$ cat config.mk
export PLATFORM = sky130hd
export DESIGN_NAME = cntr_csr_top
export DESIGN_NICKNAME = d
export VERILOG_FILES = /design/src/rtl/cntr_csr_pkg.sv /design/src/rtl/cntr_csr_src.sv /design/src/rtl/cntr_csr_offs.sv /design/src/rtl/cntr_csr_rdmux.sv /design/src/rtl/cntr_csr_top.sv
export SDC_FILE = /design/constraint.sdc
export NUM_CORES = 1
export LEC_CHECK = 0
export BUFFER_PORTS_ARGS = -buffer_cell sky130_fd_sc_hd__buf_4
export CAP_MARGIN = 20
export CELL_PAD_IN_SITES_DETAIL_PLACEMENT = 1
export CELL_PAD_IN_SITES_GLOBAL_PLACEMENT = 2
export CORE_ASPECT_RATIO = 0.6
export CORE_MARGIN = 3
export CORE_UTILIZATION = 36
export CTS_CLUSTER_SIZE = 12
export DETAILED_ROUTE_END_ITERATION = 10
export PLACE_DENSITY = 0.85
export SYNTH_ARGS = -nofsm -noshare
export SYNTH_HDL_FRONTEND = slang
export SYNTH_SLANG_ARGS = --single-unit
$ cat constraint.sdc
create_clock -name clk_i -period 12.5 [get_ports clk_i]
set_input_delay 1.875 -clock clk_i [delete_from_list [all_inputs] [get_ports clk_i]]
set_output_delay 1.875 -clock clk_i [all_outputs]
set_load 0.03 [all_outputs]
$ cat src/rtl/cntr_csr_pkg.sv
package cntr_csr_pkg;
   localparam int unsigned CNT_W  = 64;
   localparam int unsigned HALF_W = CNT_W / 2;

   typedef logic [CNT_W-1:0]  cnt_t;
   typedef logic [HALF_W-1:0] half_t;

   // carry out of a half-width addition
   function automatic logic half_carry(input half_t a, input half_t b);
      logic [HALF_W:0] s;
      s = {1'b0, a} + {1'b0, b};
      return s[HALF_W];
   endfunction
endpackage

$ cat src/rtl/cntr_csr_src.sv
module cntr_csr_src
   import cntr_csr_pkg::*;
(
   input  cnt_t cnt_i,
   input  logic vld_i,
   output cnt_t ctr_o
);
   // unbound source reads as zero
   assign ctr_o = vld_i ? cnt_i : '0;
endmodule

$ cat src/rtl/cntr_csr_offs.sv
module cntr_csr_offs
   import cntr_csr_pkg::*;
#(
   parameter int unsigned XLEN      = 32,
   parameter int unsigned PERF_MODE = 0
) (
   input  logic clk_i,
   input  logic rst_ni,
   input  logic we_i,
   input  logic hi_sel_i,
   input  cnt_t wdata_i,
   input  cnt_t ctr_i,
   output cnt_t off_o
);
   localparam cnt_t  PERF_W = cnt_t'(PERF_MODE);
   localparam half_t PERF_H = half_t'(PERF_MODE);
   localparam half_t ONE_H  = half_t'(1);

   generate
      if (XLEN == CNT_W) begin : g_wide
         cnt_t off_q, off_d;
         logic unused_sel;
         assign unused_sel = hi_sel_i;

         always_comb off_d = wdata_i - ctr_i - PERF_W;

         always_ff @(posedge clk_i) begin
            if (!rst_ni)   off_q <= '0;
            else if (we_i) off_q <= off_d;
         end
         assign off_o = off_q;
      end else begin : g_split
         half_t lo_q, hi_q, lo_d, hi_d, hi_base;
         logic  cy;
         logic  unused_wdata;
         assign unused_wdata = ^wdata_i[CNT_W-1:HALF_W];

         always_comb begin
            // carry the low word produces when it is rebuilt
            cy      = half_carry(ctr_i[HALF_W-1:0], lo_q);
            hi_base = wdata_i[HALF_W-1:0] - ctr_i[CNT_W-1:HALF_W] - half_t'(cy);
            lo_d    = lo_q;
            hi_d    = hi_q;
            if (hi_sel_i) begin
               hi_d = hi_base;
               if (PERF_MODE != 0) begin
                  // 64-bit decrement of {hi, lo}
                  if (lo_q == '0) hi_d = hi_base - ONE_H;
                  lo_d = lo_q - ONE_H;
               end
            end else begin
               lo_d = wdata_i[HALF_W-1:0] - ctr_i[HALF_W-1:0] - PERF_H;
            end
         end

         always_ff @(posedge clk_i) begin
            if (!rst_ni) begin
               lo_q <= '0;
               hi_q <= '0;
            end else if (we_i) begin
               lo_q <= lo_d;
               hi_q <= hi_d;
            end
         end
         assign off_o = {hi_q, lo_q};
      end
   endgenerate
endmodule

$ cat src/rtl/cntr_csr_rdmux.sv
module cntr_csr_rdmux
   import cntr_csr_pkg::*;
#(
   parameter int unsigned XLEN = 32
) (
   input  cnt_t            ctr_i,
   input  cnt_t            off_i,
   input  logic            hi_sel_i,
   output logic [XLEN-1:0] rdata_o
);
   cnt_t sum;
   assign sum = ctr_i + off_i;

   generate
      if (XLEN == CNT_W) begin : g_wide
         logic unused_sel;
         assign unused_sel = hi_sel_i;
         assign rdata_o    = sum;
      end else begin : g_split
         assign rdata_o = hi_sel_i ? sum[CNT_W-1:HALF_W] : sum[HALF_W-1:0];
      end
   endgenerate
endmodule

$ cat src/rtl/cntr_csr_top.sv
module cntr_csr_top
   import cntr_csr_pkg::*;
#(
   parameter int unsigned XLEN      = 32,
   parameter int unsigned PERF_MODE = 0
) (
   input  logic            clk_i,
   input  logic            rst_ni,
   input  logic [63:0]     cnt_i,
   input  logic            cnt_vld_i,
   input  logic            csr_we_i,
   input  logic            csr_hi_sel_i,
   input  logic [63:0]     csr_wdata_i,
   output logic [XLEN-1:0] csr_rdata_o
);
   generate
      if (XLEN != 32 && XLEN != 64) begin : g_bad_xlen
         $error("cntr_csr_top: XLEN must be 32 or 64");
      end
      if (PERF_MODE > 1) begin : g_bad_perf
         $error("cntr_csr_top: PERF_MODE must be 0 or 1");
      end
   endgenerate

   cnt_t ctr, off;

   cntr_csr_src u_src (
      .cnt_i (cnt_i),
      .vld_i (cnt_vld_i),
      .ctr_o (ctr)
   );

   cntr_csr_offs #(.XLEN(XLEN), .PERF_MODE(PERF_MODE)) u_offs (
      .clk_i    (clk_i),
      .rst_ni   (rst_ni),
      .we_i     (csr_we_i),
      .hi_sel_i (csr_hi_sel_i),
      .wdata_i  (csr_wdata_i),
      .ctr_i    (ctr),
      .off_o    (off)
   );

   cntr_csr_rdmux #(.XLEN(XLEN)) u_rd (
      .ctr_i    (ctr),
      .off_i    (off),
      .hi_sel_i (csr_hi_sel_i),
      .rdata_o  (csr_rdata_o)
   );
endmodule

# Word level (Yosys, flattened, before mapping)
# Cells that the tools add are included.
dict set report classes {
  reduce_logical 2
  bitwise 1
  muxes 2
  addsub 5
}
# cell count
set ops {}
lappend ops {{$add 64x64->64} 1}
lappend ops {{$mux 64} 1}
lappend ops {{$sub 32x32->32} 2}
lappend ops {{$add 32x32->33} 1}
lappend ops {{$mux 32} 1}
lappend ops {{$sub 32x1->32} 1}
lappend ops {{$reduce_and 2->1} 2}
lappend ops {{$not 1->1} 1}
dict set report word_totals {
  register_bits 64
  output_inout_bits 32
  elab_cells 12
  input_bits 133
}

# Longest topological paths before layout
# Gate-level depths: netlist (run 1).
dict set report depth {
  depth_word 3
  mapped_depth 30
  depth_no_buf 27
}

# Cells and area by module
# Synthesis (run 1) repeated with hierarchy kept, for this count alone.
dict set report hier_totals {
  cells_unflattened 1630
  area_unflattened_um2 11623.6
}
# mod area_each_um2 cells_per_inst n_inst
set modules_own_cells {}
lappend modules_own_cells {cntr_csr_offs 7158.1 973 1}
lappend modules_own_cells {cntr_csr_rdmux 3955.0 587 1}
lappend modules_own_cells {cntr_csr_src 510.5 70 1}

# Least setup slack after synthesis (run 1)
# Ideal clock, no wire load.
dict set report synth_path {
  kind {input-to-reg}
  startpoint {input port cnt_vld_i}
  endpoint {register u_offs.g_split.hi_q[24]}
  setup_time_ps 70
  required_time_ps 12430
  path_slack_ps 5039
  t_arrival_ps 7391
  cell_stages 29
  cell_sequence {clkbuf_1 > clkbuf_1 > and2_1 > ha_1 > fa_1 > a211oi_1 > o21ai_0 > nand3_1 > o211ai_2 > a21oi_2 > nand2_1 > a31oi_1 > o21bai_1 > fa_1 > inv_1 > ha_1 > nor2_1 > fa_1 > a21bo_1 > a22oi_2 > a2111oi_2 > o21ai_1 > a31o_1 > a311o_1 > a21o_1 > a31oi_1 > xnor2_1 > nand2_1 > a21oi_1}
}
dict set report synth_via {
  elab_chain_cells 3
  word_cells_on_any_way 4
  classes_between {add/sub: 3; mux: 1}
}
# item line_no
set synth_rtl {}
lappend synth_rtl {{from (decl)} cntr_csr_top.sv:10} ;# input logic cnt_vld_i,
lappend synth_rtl {{$mux 64 *} cntr_csr_src.sv:9} ;# assign ctr_o = vld_i ? cnt_i : '0;
lappend synth_rtl {{$sub 32x32->32 / $add 32x32->33 (equally long branches)} {cntr_csr_offs.sv:41, cntr_csr_pkg.sv:11}}
lappend synth_rtl {{$sub 32x1->32 *} cntr_csr_offs.sv:41} ;# hi_base = wdata_i[HALF_W-1:0] - ctr_i[CNT_W-1:HALF_W] - half_t'(cy);
lappend synth_rtl {{to (signal assigned)} cntr_csr_offs.sv:62} ;# hi_q <= hi_d;
lappend synth_rtl {{to (decl)} cntr_csr_offs.sv:33} ;# half_t lo_q, hi_q, lo_d, hi_d, hi_base;
# Every way passes the cells marked *; elsewhere a longest branch is shown, timed or not.
# A chain may end at the register's enable or synchronous reset.

# Worst setup path in the final report (run 1)
dict set report layout_path {
  startpoint {input port cnt_vld_i}
  endpoint {register u_offs.g_split.hi_q[28]}
}
# Same word-level chain as after synthesis.

==> results by group, run 1 <==
Run status
  • Run status: complete, no violations

Power
  • Power, Total: 1.12 mW
  • Power per cell area: 93.7 mW/mm^2
  • Lkg Pwr: 5.90 nW
  • Maximum VDD drop: 74.3 uV

Drt
  • DR vias: 11.0k
  • Drt wl/cell: 21.0 um
  • Routed WL: 40.8 mm
  • Antenna Violating Nets Remaining: 0
  • # DRC: 0
  • DR vias/cell: 5.67
  • Detailed Routing Iterations Pass 1: 4
  • Initial DRC count: 761

Worst hold path
  • Hold Path Class: register to register
  • Hold worst-path end: u_offs.g_split.lo_q[13]
  • HP Start: u_offs.g_split.lo_q[13]
  • Hold Path Depth: 2

Yosys
  • Number of synthesized flops with an enable pin: 0
  • Synthesis-stage register bit count: 64
  • Synth top area cells: ha_1 (19%), dfxtp_1 (12%), a21oi_1 (8.5%)
  • Warnings from Yosys: 0
  • Syn avg cell area: 7.01 um^2
  • Synth cell count leaders: nand2_1 (178), a21oi_1 (177), inv_1 (155)
  • Syn nets: 1772
  • Most common cell in the netlist: nand2_1
  • Post-synth top flop: dfxtp_1
  • Sequential fraction of the synthesis area: 12.3%
  • Cells after Synth: 1481
  • Post-synth cell types: 79
  • Synth top area share: 18.6%
  • Ys async rst share: 0%
  • Synth area leader: ha_1
  • Synthesized cell area: 0.0104 mm^2

Worst setup path
  • CP max FO: 64
  • Crit-path most repeated cell: fa_1
  • Largest stage delay, worst path: 600 ps
  • Worst R2R End: u_offs.g_split.hi_q[28]
  • Kind of critical path: primary input to register
  • Origin of the critical flop-to-flop path: u_offs.g_split.lo_q[0]
  • Startpoint Class: primary input
  • R2R cell count: 25
  • CP Capture Type: register
  • Critical Path RT: 12750 ps
  • Critical Path AT: 9310 ps
  • Reg-to-reg slack, setup: 5190 ps
  • CP max stage cell: o41ai_2

STA
  • Worst slew pin tran: 925 ps
  • Setup violations, final: 0
  • Slew headroom: 38.4%
  • Setup TNS: 0 ps
  • Final-report hold violation count: 0
  • Unrepaired setup endpoints after global routing: no
  • Final worst slack: 3440 ps
  • Fin crit share: 72.5%
  • Max Clock Skew: 5.53 ps
  • Fmax: 110 MHz
  • Hold Slack: 459 ps
  • Fin crit period: 9060 ps
  • Max-slew violation count: 0

Placement
  • Worst slack at placement: 3330 ps
  • Hpwl dp: 33.5 mm
  • PortBufs: 132
  • # placed instances: 1925
  • Gp weighted congestion: 0.926
  • Post-placement cell area: 0.0116 mm^2

Layout
  • Fin util: 42.8%
  • Nets: 1860
  • Fin area: 0.0120 mm^2
  • Ant. Diodes: 0
  • Post-Layout Cell Count: 1941
  • Fillers: 3599
  • Area growth, synth to finish: 15.3%
  • Share of post-route cells with drive strength above 1: 11.9%

Clock tree
  • CTS tree: built
  • Worst-path clk slew: 60 ps
  • CTS Hold Bufs: 0
  • Post-CTS setup buffer count: 0
  • Post-CTS sizing: 0
  • Clk Latency, worst-skew pair: 370 ps
  • Num CTS Buffers: 9
  • CTS Buffer Depth: 2
  • CTS H-tree lvls: 3
  • # clock sinks: 64
  • Root cell of the clock tree: clkbuf_16

Global routing
  • Number of global-route vias before repair: 10.5k
  • Largest net degree at the start of global routing: 68
  • Global-route wire length before repair: 62.2 mm
  • Grt total ovfl: 0
  • Initial antenna violation count: 0
  • Global Route Usage Sum: 26.2%

Die
  • I/O pins: 165
  • Die Ht: 138 um
  • Initial Util: 37.1%
  • Chip width: 225 um
  • Core footprint: 0.0280 mm^2
  • Rows: 47
  • Die Area: 0.0310 mm^2

Job
  • Max Cap Viol: 0
==> layer usage <==
| layer | GRT usage (%) | vias up | share of wire, % | wire, um |
|---|---|---|---|---|
| met5 | 0 | - | 0 | 0 |
| met4 | 2.64 | 0 | 0.44 | 181 |
| met3 | 5.05 | 12 | 6.6 | 2700 |
| met2 | 35.1 | 267 | 38 | 15400 |
| met1 | 43.0 | 5342 | 55 | 22600 |
| li1 | - | 5378 | - | - |
==> area by class of cell <==
cell class | count | area, um^2 | share of cell area (%)
Clock inverter | 6 | 92.6 | 0.773
Clock buffer | 10 | 229 | 1.91
Tap cell | 367 | 459 | 3.84
Inverter | 156 | 586 | 4.89
Multi-Input combinational cell | 1201 | 8300 | 69.3
Timing Repair Buffer | 137 | 1030 | 8.59
Sequential cell | 64 | 1280 | 10.7
==> flip-flops by register name (all words and copies together) (netlist names) <==
name	count
u_offs.g_split.hi_q	32
u_offs.g_split.lo_q	32
==> report_power, final <==
group	leakage, nW	internal, mW	switching [mW]
sequential	0.524	0.222	0.0109
clock	0.149	0.176	0.117
combinational	5.23	0.227	0.369
total	5.90	0.624	0.497
==> cell families after synthesis <==
| kind of cell | after synthesis | share of synthesized area (%) |
|---|---|---|
| AO/OA/AOI/OAI | 477 | 29.9 |
| AND/OR/NAND/NOR | 450 | 20.7 |
| buffers and inverters | 216 | 7.88 |
| adder cells (fa/ha/maj) | 158 | 19.3 |
| XOR/XNOR | 110 | 9.28 |
| flip-flops | 64 | 12.3 |
| multiplexers | 6 | 0.614 |
==> placed cells by master, fill, tap and decap left out, drive strengths merged, types with 4 or more instances in the layout <==
master | synthesis | routed
a211o | 4 | 4
a211oi | 14 | 14
a21boi | 4 | 4
a21o | 71 | 71
a21oi | 180 | 180
a221oi | 4 | 4
a31oi | 23 | 23
and2 | 46 | 46
and3 | 11 | 11
buf | 12 | 137
clkbuf | 48 | 10
dfxtp | 64 | 64
fa | 4 | 4
ha | 154 | 154
inv | 156 | 157
nand2 | 178 | 178
nand2b | 16 | 16
nand3 | 39 | 39
nand4 | 27 | 27
nand4b | 4 | 4
nor2 | 75 | 75
nor2b | 15 | 15
nor3 | 23 | 23
o211ai | 11 | 11
o21a | 18 | 18
o21ai | 80 | 80
o21bai | 22 | 22
o22ai | 4 | 4
o31ai | 10 | 10
xnor2 | 66 | 66
xor2 | 44 | 44
==> critical path: cells and delay by family <==
family	cells	cell delay, ps
AOI/OAI and AO/OA	16	4380
adders and majority gates	5	1820
buffers and inverters	1	300
and+or+nand+nor	5	880
==> worst max path at each step <==
stage / from / end / slack [ps] / cells past startpoint
floorplan: cnt_vld_i / u_offs.g_split.hi_q[24] / 5040 / 29
CTS: cnt_vld_i / u_offs.g_split.hi_q[28] / 3650 / 27
detailed placement: cnt_vld_i / u_offs.g_split.hi_q[28] / 3330 / 27
finish: cnt_vld_i / u_offs.g_split.hi_q[28] / 3440 / 27
global route: cnt_vld_i / u_offs.g_split.hi_q[28] / 3020 / 27
global placement: cnt_vld_i / u_offs.g_split.hi_q[28] / 3400 / 28
Note: power is estimated with default switching activity, not from simulation.
==> run 2: changes to the inputs <==
--- a/config.mk
+++ b/config.mk
@@ -11,10 +11,10 @@
 export CELL_PAD_IN_SITES_GLOBAL_PLACEMENT = 2
 export CORE_ASPECT_RATIO = 0.6
 export CORE_MARGIN = 3
-export CORE_UTILIZATION = 36
+export CORE_UTILIZATION = 30
 export CTS_CLUSTER_SIZE = 12
 export DETAILED_ROUTE_END_ITERATION = 10
-export PLACE_DENSITY = 0.85
+export PLACE_DENSITY = 0.75
 export SYNTH_ARGS = -nofsm -noshare
 export SYNTH_HDL_FRONTEND = slang
 export SYNTH_SLANG_ARGS = --single-unit
==> constraint.sdc (replaced) <==
create_clock -name clk_i -period 8.09 [get_ports clk_i]
set_input_delay 1.2135 -clock clk_i [delete_from_list [all_inputs] [get_ports clk_i]]
set_output_delay 1.2135 -clock clk_i [all_outputs]
set_load 0.03 [all_outputs]
==> run 2 against run 1 <==
Compared with the run above:
- die area rose by 19%
- clock power increased by 52%
- final cell count up 5.9%
- critical path type unchanged
- first-iteration DRC count grew 6.3%
- clock-buffer cell count is the same
- critical path depth up 3
- clock skew rose by 4.0 ps
- hold slack got worse by 2.3 ps
- sequential cell count unchanged
==> results by group, run 2 (synthesis results as in run 1) <==
Drt
  • Routed WL: 42.6 mm
  • DR vias: 10.9k
  • Initial DRC count: 809
  • DR vias/cell: 5.31
  • Detailed Routing Iterations Pass 1: 5
  • Antenna Violating Nets Remaining: 0
  • Drt wl/cell: 20.7 um
  • # DRC: 0

Layout
  • Post-Layout Cell Count: 2055
  • Commonest non-fill, non-tap cell in the layout: nand2_1
  • Fin area: 0.0122 mm^2
  • Largest regs: u_offs.g_split.hi_q x32, u_offs.g_split.lo_q x32
  • Most frequent cells in the layout: nand2_1 (178), a21oi_1 (177), buf_4 (157)
  • Share of post-route cells with drive strength above 1: 12.9%
  • Nets: 1880
  • Area growth, synth to finish: 17.8%

Die
  • Chip width: 246 um
  • Rows: 52
  • Die Area: 0.0370 mm^2
  • I/O pins: 165
  • Initial Util: 30.6%
  • Core footprint: 0.0339 mm^2
  • Die Ht: 150 um

Clock tree
  • Clk Latency, worst-skew pair: 370 ps
  • # clock sinks: 64
  • Post-CTS sizing: 0
  • Post-CTS setup buffer count: 0
  • CTS Buffer Depth: 2
  • Worst-path clk slew: 60 ps
  • CTS tree: built
  • Root cell of the clock tree: clkbuf_16
  • CTS Hold Bufs: 0
  • Num CTS Buffers: 9
  • CTS H-tree lvls: 3

Worst setup path
  • Kind of critical path: primary input to register
  • Buffers and inverters on the worst path: 4
  • CP max stage cell: fa_1
  • CP max FO: 5
  • Largest stage delay, worst path: 560 ps
  • Critical Path AT: 7770 ps
  • CP Capture Type: register
  • Reg-to-reg slack, setup: 1430 ps
  • Startpoint Class: primary input
  • Critical Path RT: 8400 ps
  • Crit path max-delay family: compound AO/OA/AOI/OAI gates

Placement
  • PortBufs: 132
  • # placed instances: 2037
  • Post-placement cell area: 0.0119 mm^2
  • Hpwl dp: 35.4 mm
  • Gp weighted congestion: 0.932
  • Worst slack at placement: 440 ps

Power
  • Power per cell area: 142 mW/mm^2
  • Maximum VDD drop: 80.3 uV
  • Lkg Pwr: 6.00 nW
  • Power, Total: 1.73 mW

Worst hold path
  • Hold Path Class: register to register

Global routing
  • M3 GR Usage: 5.41%
  • Global-route wire length before repair: 64.8 mm
  • Grt peak-use layer: met1
  • Grt total ovfl: 0
  • Met2 usage: 31.3%
  • M1 GR Usage: 36.9%
  • Number of global-route vias before repair: 10.7k
  • Largest net degree at the start of global routing: 68
  • Global Route Usage Sum: 23.1%
  • Initial antenna violation count: 0

STA
  • Max-slew violation count: 0
  • Worst slew pin tran: 959 ps
  • Slew headroom: 35.7%
  • Setup TNS: 0 ps
  • Unrepaired setup endpoints after global routing: no
  • Setup violations, final: 0
  • Fmax: 134 MHz
  • Fin crit share: 92.2%
  • Final worst slack: 627 ps
  • Max Clock Skew: 9.50 ps
  • Fin crit period: 7460 ps
  • Final-report hold violation count: 0

Run status
  • Run status: complete, no violations

Job
  • Max Cap Viol: 0
-- run 2: per-layer routing --
layer | up-vias | routed length [um]
li1 | 5422 | -
met1 | 5246 | 23400
met2 | 222 | 16200
met3 | 22 | 2640
met4 | 0 | 337
met5 | - | 0
-- run 2: final cells by class --
class | count | area [um^2]
Sequential cell | 64 | 1280
Timing Repair Buffer | 157 | 1180
Fill cell | 4231 | 21700
Tap cell | 459 | 574
Clock inverter | 6 | 83.8
Clock buffer | 10 | 229
Antenna cell | 2 | 5.00
Multi-Input combinational cell | 1201 | 8290
Inverter | 156 | 586
-- run 2: final timing paths --
path / start / to / depth (start not counted)
setup reg to reg: u_offs.g_split.lo_q[0] / u_offs.g_split.hi_q[28] / 28
hold reg to reg: u_offs.g_split.lo_q[19] / u_offs.g_split.lo_q[19] / 2
setup / recovery: cnt_vld_i / u_offs.g_split.hi_q[28] / 30
hold / removal: u_offs.g_split.lo_q[19] / u_offs.g_split.lo_q[19] / 2
-- run 2: stage by stage --
step	hold slack, ps	utilization (%)
global route	477	36.1
detailed placement	451	35.1
global placement	443	35.1
CTS	460	36.1
floorplan	436	-
finish	457	36.1
-- run 2: worst reg2reg max path: cells and delay by family (launching register included) --
family | cells | cell delay, ps
AOI/OAI and AO/OA | 16 | 3730
and+or+nand+nor | 4 | 480
adders and majority gates | 5 | 1660
buffers and inverters | 3 | 390
DFF | 1 | 310
-- run 2: power breakdown --
part / switching, mW / total [mW] / leakage (nW) / internal (mW)
Sequential: 0.0171 / 0.360 / 0.524 / 0.343
Clock: 0.177 / 0.446 / 0.156 / 0.269
Combinational: 0.568 / 0.929 / 5.32 / 0.361
Total: 0.762 / 1.73 / 6.00 / 0.973
==> run 3: changes to the inputs <==
==> constraint.sdc (replaced) <==
create_clock -name clk_i -period 6.6 [get_ports clk_i]
set_input_delay 0.99 -clock clk_i [delete_from_list [all_inputs] [get_ports clk_i]]
set_output_delay 0.99 -clock clk_i [all_outputs]
set_load 0.03 [all_outputs]
==> run 3 against run 2 <==
Compared with the run above:
- total power is 29% higher
- final cell count is 4.9% higher
- clock power is 24% higher
- sequential cell count stayed put
- sequential power is 23% higher
- first-iteration DRC count is 9.6% lower
- hold slack better by 3.2 ps
- global-route usage is 0.53 points higher
- die area stayed put
- non-clock buffer count is 103 higher
- highest routed layer unchanged
==> results by group, run 3 (synthesis results as in run 1) <==
Layout
  • Share of post-route cells with drive strength above 1: 19.9%
  • Area growth, synth to finish: 27.5%
  • Ant. Diodes: 0
  • Fin area: 0.0132 mm^2
  • Largest regs: u_offs.g_split.hi_q x32, u_offs.g_split.lo_q x32
  • Nets: 1983
  • Commonest non-fill, non-tap cell in the layout: buf_4
  • Post-Layout Cell Count: 2155
  • Most frequent cells in the layout: buf_4 (255), nand2_1 (175), a21oi_1 (169)

Drt
  • Routed WL: 44.6 mm
  • Initial DRC count: 731
  • Antenna Violating Nets Remaining: 0
  • DR vias: 11.4k
  • DR vias/cell: 5.28
  • Detailed Routing Iterations Pass 1: 5
  • Drt wl/cell: 20.7 um
  • # DRC: 0

Worst setup path
  • Kind of critical path: primary input to register
  • Crit path launch: cnt_vld_i
  • CP max FO: 8
  • Origin of the critical flop-to-flop path: u_offs.g_split.lo_q[0]
  • Worst R2R End: u_offs.g_split.hi_q[30]
  • Critical Path AT: 6660 ps
  • Startpoint Class: primary input
  • Crit-path most repeated cell: inv_1
  • Crit. path cell count: 29
  • CP endpoint: u_offs.g_split.hi_q[30]
  • Critical Path RT: 6890 ps
  • Largest stage delay, worst path: 570 ps
  • Reg-to-reg slack, setup: 830 ps
  • Crit path max-delay family: compound AO/OA/AOI/OAI gates
  • R2R cell count: 26
  • CP max stage cell: fa_1
  • Buffers and inverters on the worst path: 5
  • CP Capture Type: register

Power
  • Sw frac: 43.4%
  • Power per cell area: 169 mW/mm^2
  • Power Internal: 1.26 mW
  • Combinational share of power: 55.5%
  • Sequential power share: 19.8%
  • Lkg Pwr: 6.54 nW
  • Maximum VDD drop: 109 uV
  • Power, Total: 2.23 mW
  • Sw Pwr: 0.968 mW
  • Clock power frac: 24.7%

Die
  • I/O pins: 165
  • Core footprint: 0.0339 mm^2
  • Rows: 52
  • Die Area: 0.0370 mm^2
  • Die Ht: 150 um
  • Chip width: 246 um
  • Initial Util: 30.6%

Clock tree
  • # clock sinks: 64
  • CTS H-tree lvls: 3
  • CTS Hold Bufs: 0
  • Num CTS Buffers: 9
  • Worst-path clk slew: 60 ps
  • Root cell of the clock tree: clkbuf_16
  • CTS Buffer Depth: 2
  • CTS tree: built
  • Clk Latency, worst-skew pair: 370 ps

Run status
  • Run status: complete, no violations

Job
  • Max Cap Viol: 0

STA
  • Setup violations, final: 0
  • Fmax: 157 MHz
  • Max-slew violation count: 0
  • Fin crit share: 96.5%
  • Worst slew pin tran: 945 ps
  • Max Clock Skew: 7.55 ps
  • Final worst slack: 228 ps
  • Fin crit period: 6370 ps
  • Unrepaired setup endpoints after global routing: yes
  • Final-report hold violation count: 0
  • Hold Slack: 460 ps
  • Slew headroom: 36.6%

Global routing
  • Number of global-route vias before repair: 11.3k
  • Global-route wire length before repair: 66.7 mm
  • Grt total ovfl: 0
  • Largest net degree at the start of global routing: 68
  • Initial antenna violation count: 0
  • Global Route Usage Sum: 23.7%

Placement
  • PortBufs: 132
  • Hpwl dp: 36.7 mm
  • Post-placement cell area: 0.0126 mm^2
  • # placed instances: 2130
  • Worst slack at placement: -809 ps
  • Gp weighted congestion: 0.938

Worst hold path
  • Hold Path Class: register to register
  • HP Start: u_offs.g_split.lo_q[27]
## run 3: stage by stage
step	util, %	setup TNS, ps
5_1_grt	39.1	-29.7
3_3_place_gp	37.2	-4740
4_1_cts	38.4	0
6_report	39.1	0
3_5_place_dp	37.2	-6890
2_1_floorplan	-	0
## run 3: worst min-delay path by stage
stage,to,cells after the start
floorplan,u_offs.g_split.lo_q[3],2
global placement,u_offs.g_split.lo_q[2],2
detailed placement,u_offs.g_split.hi_q[20],2
CTS,u_offs.g_split.hi_q[20],2
global route,u_offs.g_split.lo_q[19],2
finish,u_offs.g_split.lo_q[27],2
## run 3: area by class of cell
cell class	instances	area (um^2)
fillers	4249	20700
clock inverters	5	81.3
well taps	459	574
flip-flops and latches	64	1280
multi-input cells	1201	8470
clock buffers	10	239
repair buffers	260	2010
inverters	156	586
## run 3: what timing repair did
action,CTS,global route
resized for setup,9,31
setup endpoints to repair,10,10
pin swaps,6,27
cloned,0,2
setup buffers,3,5
## run 3: power by group through the flow
stage / combinational, mW / clock [mW] / sequential, mW
after global routing: 1.35 / 0.578 / 0.446
after floorplan: 0.755 / 0 / 0.442
after global placement: 1.17 / 0 / 0.448
after detailed placement: 1.19 / 0 / 0.449
after CTS: 1.21 / 0.568 / 0.441
final: 1.24 / 0.551 / 0.442
## run 3: worst reg2reg max path, stage by stage (launching register included)
cell and delay (ps):
dfxtp_1 320, ha_2 200, fa_2 380, a211oi_2 240
o21ai_1 100, buf_4 170, nand3_2 100, o211ai_4 100
a21oi_4 240, nand2_2 110, a31oi_4 250, o21bai_4 100
fa_1 570, inv_1 80, ha_4 160, nor2_2 110
fa_2 220, a21bo_1 160, a22oi_2 140, a2111oi_4 360
o21ai_2 140, a31o_1 260, a311o_1 370, a21o_1 270
a311oi_2 310, nand4_1 120, o211ai_1 120
## run 3: per-layer routing
metal / global-route usage (%) / vias to the layer above / wire length [um]
li1: - / 5613 / -
met1: 37.2 / 5507 / 24100
met2: 32.4 / 236 / 17100
met3: 5.09 / 33 / 2860
met4: 4.54 / 0 / 612
met5: 0 / - / 0
